### config.mk
export PLATFORM = sky130hd
export DESIGN_NAME = sup_reset_ctrl
export DESIGN_NICKNAME = d
export VERILOG_FILES = /design/src/rtl/sup_pkg.sv /design/src/rtl/sup_sync.sv /design/src/rtl/sup_pulse_gen.sv /design/src/rtl/sup_wdog.sv /design/src/rtl/sup_reset_ctrl.sv
export SDC_FILE = /design/constraint.sdc
export NUM_CORES = 1
export LEC_CHECK = 0
export ABC_AREA = 1
export BUFFER_PORTS_ARGS = -buffer_cell sky130_fd_sc_hd__clkbuf_2
export CORE_MARGIN = 8
export CORE_UTILIZATION = 59
export CTS_CLUSTER_SIZE = 40
export DETAILED_ROUTE_END_ITERATION = 16
export PLACE_DENSITY = 0.83
export SETUP_SLACK_MARGIN = 0.2
export SYNTH_ARGS = -nofsm -noshare
export SYNTH_HDL_FRONTEND = slang
export SYNTH_HIERARCHICAL = 1
export SYNTH_SLANG_ARGS = --single-unit
### constraint.sdc
create_clock -name clk -period 2.8 [get_ports clk]
set_clock_uncertainty 0.2 [all_clocks]
set_input_delay 0.14 -clock clk [delete_from_list [all_inputs] [get_ports clk]]
set_output_delay 0.14 -clock clk [all_outputs]
set_load 0.005 [all_outputs]
### src/rtl/sup_pkg.sv
package sup_pkg;

    typedef enum logic [1:0] {
        ST_HOLD    = 2'd0,
        ST_STRETCH = 2'd1,
        ST_RUN     = 2'd2
    } sup_state_e;

    typedef struct packed {
        logic flt;
        logic wdi;
    } wd_in_s;

    function automatic int unsigned ms_to_cycles(input int unsigned clk_hz,
                                                 input int unsigned ms);
        return (clk_hz / 1000) * ms;
    endfunction

    function automatic int unsigned cnt_width(input int unsigned n);
        return (n < 2) ? 1 : $clog2(n);
    endfunction

endpackage

### src/rtl/sup_sync.sv
module sup_sync #(
    parameter int unsigned WIDTH = 2
) (
    input  logic             clk,
    input  logic             rst,
    input  logic [WIDTH-1:0] d,
    output logic [WIDTH-1:0] q
);
    logic [WIDTH-1:0] stage1;

    always_ff @(posedge clk) begin
        if (rst) begin
            stage1 <= '0;
            q      <= '0;
        end else begin
            stage1 <= d;
            q      <= stage1;
        end
    end
endmodule

### src/rtl/sup_pulse_gen.sv
module sup_pulse_gen
    import sup_pkg::*;
#(
    parameter int unsigned PULSE_CYC = 20
) (
    input  logic       clk,
    input  logic       rst,
    input  logic       supply_ok,
    input  logic       wdog_expire,
    output logic       reset_active,
    output sup_state_e state_o
);
    localparam int unsigned PW = cnt_width(PULSE_CYC);
    localparam logic [PW-1:0] LAST = PW'(PULSE_CYC - 1);

    sup_state_e    state;
    logic [PW-1:0] cnt;

    always_ff @(posedge clk) begin
        if (rst) begin
            state <= ST_HOLD;
            cnt   <= '0;
        end else begin
            unique case (state)
                ST_HOLD: begin
                    if (supply_ok) begin
                        state <= ST_STRETCH;
                        cnt   <= '0;
                    end
                end
                ST_STRETCH: begin
                    if (!supply_ok) begin
                        state <= ST_HOLD;
                    end else if (cnt == LAST) begin
                        state <= ST_RUN;
                    end else begin
                        cnt <= cnt + 1'b1;
                    end
                end
                ST_RUN: begin
                    if (!supply_ok) begin
                        state <= ST_HOLD;
                    end else if (wdog_expire) begin
                        state <= ST_STRETCH;
                        cnt   <= '0;
                    end
                end
                default: state <= ST_HOLD;
            endcase
        end
    end

    assign reset_active = (state != ST_RUN);
    assign state_o      = state;
endmodule

### src/rtl/sup_wdog.sv
module sup_wdog
    import sup_pkg::*;
#(
    parameter int unsigned WDOG_CYC = 50,
    parameter int unsigned WCW      = cnt_width(WDOG_CYC)
) (
    input  logic           clk,
    input  logic           rst,
    input  wd_in_s         wd_s,
    input  logic           reset_active,
    output logic           wdog_expire,
    output logic [WCW-1:0] wcnt
);
    localparam logic [WCW-1:0] LAST = WCW'(WDOG_CYC - 1);

    logic wdi_prev;
    logic serviced;
    logic run_en;

    assign serviced    = wd_s.wdi ^ wdi_prev;
    assign run_en      = !reset_active && !wd_s.flt && !serviced;
    assign wdog_expire = run_en && (wcnt == LAST);

    always_ff @(posedge clk) begin
        if (rst) begin
            wdi_prev <= 1'b0;
            wcnt     <= '0;
        end else begin
            wdi_prev <= wd_s.wdi;
            if (!run_en || wdog_expire) begin
                wcnt <= '0;
            end else begin
                wcnt <= wcnt + 1'b1;
            end
        end
    end
endmodule

### src/rtl/sup_reset_ctrl.sv
module sup_reset_ctrl
    import sup_pkg::*;
#(
    parameter int unsigned CLK_HZ      = 50_000_000,
    parameter int unsigned PULSE_MS    = 200,
    parameter int unsigned WDOG_MS     = 1600,
    parameter bit          ACTIVE_HIGH = 1'b0
) (
    input  logic clk,
    input  logic rst,
    input  logic supply_ok,
    input  logic wdog_in,
    input  logic wdog_float,
    output logic rst_out
);
    localparam int unsigned PULSE_CYC = ms_to_cycles(CLK_HZ, PULSE_MS);
    localparam int unsigned WDOG_CYC  = ms_to_cycles(CLK_HZ, WDOG_MS);
    localparam int unsigned WCW       = cnt_width(WDOG_CYC);

    wd_in_s         wd_raw;
    wd_in_s         wd_s;
    logic           reset_active;
    logic           wdog_expire;
    logic [WCW-1:0] wcnt;
    sup_state_e     state;

    assign wd_raw.wdi = wdog_in;
    assign wd_raw.flt = wdog_float;

    // two-flop synchronizer on the asynchronous watchdog pins
    sup_sync #(.WIDTH($bits(wd_in_s))) u_sync (
        .clk (clk),
        .rst (rst),
        .d   (wd_raw),
        .q   (wd_s)
    );

    sup_pulse_gen #(.PULSE_CYC(PULSE_CYC)) u_pulse (
        .clk          (clk),
        .rst          (rst),
        .supply_ok    (supply_ok),
        .wdog_expire  (wdog_expire),
        .reset_active (reset_active),
        .state_o      (state)
    );

    sup_wdog #(.WDOG_CYC(WDOG_CYC), .WCW(WCW)) u_wdog (
        .clk          (clk),
        .rst          (rst),
        .wd_s         (wd_s),
        .reset_active (reset_active),
        .wdog_expire  (wdog_expire),
        .wcnt         (wcnt)
    );

    generate
        if (ACTIVE_HIGH) begin : g_pos
            assign rst_out = reset_active;
        end else begin : g_neg
            assign rst_out = !reset_active;
        end
    endgenerate
endmodule

### Word-level counts from Yosys, hierarchy flattened

Index checks and enable logic that the tools add are counted.

| operators by class | value |
|---|---|
| order comparisons | 0 |
| $add $sub $neg | 2 |
| mux-type cells | 12 |
| bitwise logic cells | 1 |
| equality and inequality tests | 12 |
| reduce and logical (&&, ||, !) cells | 13 |
| $mul | 0 |
| div/mod/pow operators | 0 |
| shift operators | 0 |

Operators with widths:

| kind | count |
|---|---|
| $mux W24 | 5 |
| $pmux W24 S3 | 1 |
| $add A27 B1 Y27 const B | 1 |
| $eq A27 B27 Y1 const B | 1 |
| $add A24 B1 Y24 const B | 1 |
| $eq A24 B24 Y1 const B | 1 |
| $mux W2 | 5 |
| $ne A2 B2 Y1 const B | 5 |
| $ne A3 B2 Y1 const B | 2 |
| $pmux W2 S3 | 1 |
| $reduce_and A6 Y1 | 1 |
| $logic_not A1 Y1 | 4 |
| $logic_and A1 B1 Y1 | 3 |
| $reduce_and A3 Y1 | 1 |
| $reduce_bool A3 Y1 | 1 |
| $eq A2 B1 Y1 const B | 1 |
| $eq A2 B2 Y1 const B | 1 |
| $logic_not A2 Y1 | 1 |
| $ne A2 B1 Y1 const B | 1 |
| $reduce_or A2 Y1 | 1 |
| $logic_or A1 B1 Y1 | 1 |
| $xor A1 B1 Y1 | 1 |

| storage, ports and cells | value |
|---|---|
| output and inout bits | 1 |
| memory bits (read-only) | 0 |
| memories kept | 0 |
| input bits | 5 |
| bits in writable memories | 0 |
| bits in latches | 0 |
| flip-flop bits (word level) | 58 |

### Logic depth before layout (Yosys ltp)

| depth | value |
|---|---|
| word-level depth | 8 |
| depth in mapped cells | 17 |
| depth with buffers taken out | 16 |

### Cells and area by module

Netlist, hierarchy kept.

Modules (own cells, without submodules):

| module | times used | cells each | area an instance (um^2) | sequential area each (um^2) |
|---|---|---|---|---|
| sup_pulse_gen | 1 | 296 | 1,722.9 | 520.5 |
| sup_wdog | 1 | 260 | 1,577.8 | 560.5 |
| sup_sync | 1 | 12 | 110.1 | 80.1 |
| sup_reset_ctrl | 1 | 1 | 3.8 | 0.0 |

### Worst setup path before layout

Ideal clock, no wire load.

| timing | value |
|---|---|
| path kind | register to register |
| from | register u_wdog.wcnt[0] |
| to | register u_pulse.cnt[13] |
| cell stages (with the launch flop) | 17 |
| path slack | 0.636 ns |
| data arrival time | 1.893 ns |
| setup time | 0.071 ns |
| cells stage by stage | dfxtp_1 > ha_1 > nand2_1 > nor2_2 > nand2_2 > nor2_2 > nand2_2 > nor2_1 > inv_1 > nand2_1 > nand2_1 > inv_2 > nand2_1 > nand2_2 > buf_2 > nand2_1 > a21oi_1 |

| on the way | value |
|---|---|
| word-level cells in the longest chain between the ends | 4 |

RTL lines:

| what | RTL line | text |
|---|---|---|
| start, declared | sup_wdog.sv:12 | `output logic [WCW-1:0] wcnt` |
| start signal, assigned | sup_wdog.sv:33 | `wcnt <= wcnt + 1'b1;` |
| $eq A27 B27 Y1 | sup_wdog.sv:22 | `assign wdog_expire = run_en && (wcnt == LAST);` |
| $logic_and A1 B1 Y1 | sup_wdog.sv:22 |  |
| via wdog_expire | sup_reset_ctrl.sv:23 | `logic wdog_expire;` |
| $ne A2 B1 Y1 (no source line) | -- |  |
| $reduce_and A6 Y1 (no source line) | -- |  |
| end signal, assigned | sup_pulse_gen.sv:37 | `cnt <= cnt + 1'b1;` |
| end, declared | sup_pulse_gen.sv:17 | `logic [PW-1:0] cnt;` |

The timed path passes the listed nets, and every way through them passes these cells.
A chain may end at the register's enable or synchronous reset.

### Final worst setup path

| timing | value |
|---|---|
| from | register u_wdog.wcnt[0] |
| to | register u_pulse.cnt[18] |

The elaborated chain is that of the path after synthesis.

==> run metrics <==
Initial DRC Count approximately 180; Resized cells post-CTS 0; unrepaired setup endpoints after global routing false; IO buf count 5; min Tclk post-route approximately 2.4 ns; Wirelength per Cell 12.1 um; Peak Freq 420 MHz; via count about 3400; layout cells sized above 1 0.0802; number of global-route vias before repair 3331; DP HPWL 5850 um; DRC Markers 0; # setup viols final 0; post-route ant nets 0; final hold vios 0; post-route clock period utilization 0.850; type of origin of the critical path flop; synthesis-stage register bit count between 50 and 60; hold_sp rst; 1st-pass router iterations 5; Top-Level Pins 6; first-pass GRT wire length 14000 um; Hold Path Class in -> reg; Chip Height slightly above 90 um; Slew @ Worst Pin between 0.5 and 0.6 ns; worst reg-to-reg path cell count 17; GR Overflow Total 0; initial antenna violation count 0; clock sink count 58; yosys synthesis warning count 6; Nets 589; CTS Buf Count 9; vias per cell 5.22; worst-path fanout max 17; critical path capture point type flop; worst hold margin 0.106 ns; Clock Tree Root clkbuf_8; Avg Inst Size Synth 6.00 um2; LEAKAGE 1.38 nW; clk_lat worst skew roughly 0.34 ns; CTS tree done; Antenna Cells 0; TNS Setup 0 ns; Syn Std Cell Area around 0.0034 mm2; P&R area growth vs syn 9.09%; Synthesized Nets 576; crit path kind reg -> reg; htree depth 3; max-cap violation count 0; Hold Path End u_sync/q[1]; WHS Path Cells 2; most frequent cells in the layout nand2_1, nor2_1, inv_1, dfxtp_1, nand3_1; initial core utilization 0.616; Cells after Synth roughly 570; worst endpoint required time 2.84 ns; largest net degree at the start of global routing 27; status completed; Worst EP arrival 2.42 ns; r2r startpoint u_wdog/wcnt[0]; gr usage total 0.199; Worst-path clk slew 0.06 ns; r2r setup slk between 0.4 and 0.5 ns; Rel. slew slack 0.665; power per cell area 458 mW/mm2; Pins Over Slew Limit 0; worst r2r dst u_pulse/cnt[18]; WL final roughly 8000 um; Core Region 0.00554 mm2; sequential area share after synthesis 0.340; Rows 27; Die W approximately 92 um; GP Congestion approximately 0.96; Netlist cell types 29; most common cell after layout, fill and taps aside nand2_1; clock buffer depth 2; Die ar. 0.00848 mm2; Worst VDD drop about 0.00034 V
==> how the worst max path moves through the flow <==
stage | from | endpoint | slack, ns
floorplan | u_wdog/wcnt[0] | u_pulse/cnt[13] | 0.64
global placement | u_wdog/wcnt[0] | u_pulse/cnt[20] | 0.41
detailed placement | u_wdog/wcnt[0] | u_pulse/cnt[18] | 0.31
CTS | u_wdog/wcnt[0] | u_pulse/cnt[18] | 0.30
global route | u_wdog/wcnt[0] | u_pulse/cnt[17] | 0.22
finish | u_wdog/wcnt[0] | u_pulse/cnt[18] | 0.42
==> cell type report <==
cell class	instances	area (um2)
Timing Repair Buffer	12	85.1
Inverter	70	263
Multi-Input combinational cell	431	1920
Clock inverter	2	35.0
Sequential cell	58	1160
Clock buffer	13	169
Fill cell	505	1820
Tap cell	72	90.1
==> cell usage after synthesis <==
library cell	count	share of area
nor2_1	121	0.13
clkinv_1	1	0.0011
nand3_4	1	0.0051
nand3_1	39	0.057
buf_6	3	0.0099
nand4_1	8	0.015
clkbuf_1	2	0.0022
o21bai_1	2	0.0044
xor2_1	8	0.021
o21ai_0	6	0.0088
xnor2_1	7	0.018
nand2_2	5	0.0092
nand2_4	1	0.0033
nor2_4	1	0.0033
nor2_2	9	0.016
inv_2	4	0.0044
and2_1	2	0.0037
nor3_1	3	0.0044
a21oi_1	30	0.044
and3_1	1	0.0018
nor3b_1	1	0.0022
ha_1	2	0.0073
nand3_2	1	0.0029
or2_2	2	0.0037
dfxtp_1	58	0.34
inv_1	65	0.071
buf_2	4	0.0059
buf_4	1	0.0022
nand2_1	181	0.20
==> sequential cells by signal, indices dropped and copies added, names as in the netlist <==
signal           cells
u_wdog/wdi_prev      1
u_pulse/cnt         24
u_sync/q             2
u_pulse/state_o      2
u_wdog/wcnt         27
u_sync/stage1        2
==> timing repair <==
item | CTS | global route
hold buffers | 3 | 0
setup buffers | 0 | 1
hold endpoints to repair | 3 | 0
setup endpoints to repair | 0 | 24
==> worst max-delay path: stages (launching register included) <==
cell     delay [ns]
dfxtp_1        0.36
ha_1           0.21
nand2_1        0.08
nor2_2         0.13
nand2_2        0.14
nor2_2         0.15
nand2_2        0.08
nor2_1         0.09
inv_1          0.04
nand2_1        0.07
nand2_1        0.06
inv_2          0.08
nand2_1        0.08
nand2_2        0.08
buf_4          0.21
nand2_1        0.08
nand2_1        0.07
nor2_1         0.05
==> through the flow <==
step	utilization	total power, mW	worst slack (ns)	instances	area [um2]
floorplan	-	0.903	0.636	569	3410
global placement	0.629	0.916	0.405	639	3480
detailed placement	0.629	0.918	0.313	639	3480
CTS	0.671	1.72	0.296	657	3720
global route	0.672	1.78	0.221	658	3720
finish	0.672	1.71	0.420	658	3720
==> layer usage <==
| metal | wire, um | global-route usage | up-vias |
|---|---|---|---|
| met4 | 270 | 0.103 | 0 |
| met5 | 0 | 0 | - |
| met1 | 3040 | 0.194 | 1529 |
| met2 | 4180 | 0.369 | 112 |
| met3 | 434 | 0.0587 | 28 |
| li1 | - | - | 1767 |
==> report_power, final <==
part | switching (mW) | internal (mW) | total [mW]
logic | 0.0505 | 0.0221 | 0.0726
registers | 0.00251 | 0.830 | 0.833
clock network | 0.322 | 0.478 | 0.800
total | 0.376 | 1.33 | 1.71
==> kinds of logic after synthesis <==
kind of cell,count (synthesis),synth area share
DFF,58,0.340
and+or+nand+nor,376,0.460
xor gates and xnor gates,15,0.0385
AOI/OAI and AO/OA,38,0.0572
buffers and inverters,80,0.0971
adders and majority gates,2,0.00733
(Power assumes the default switching activity.)
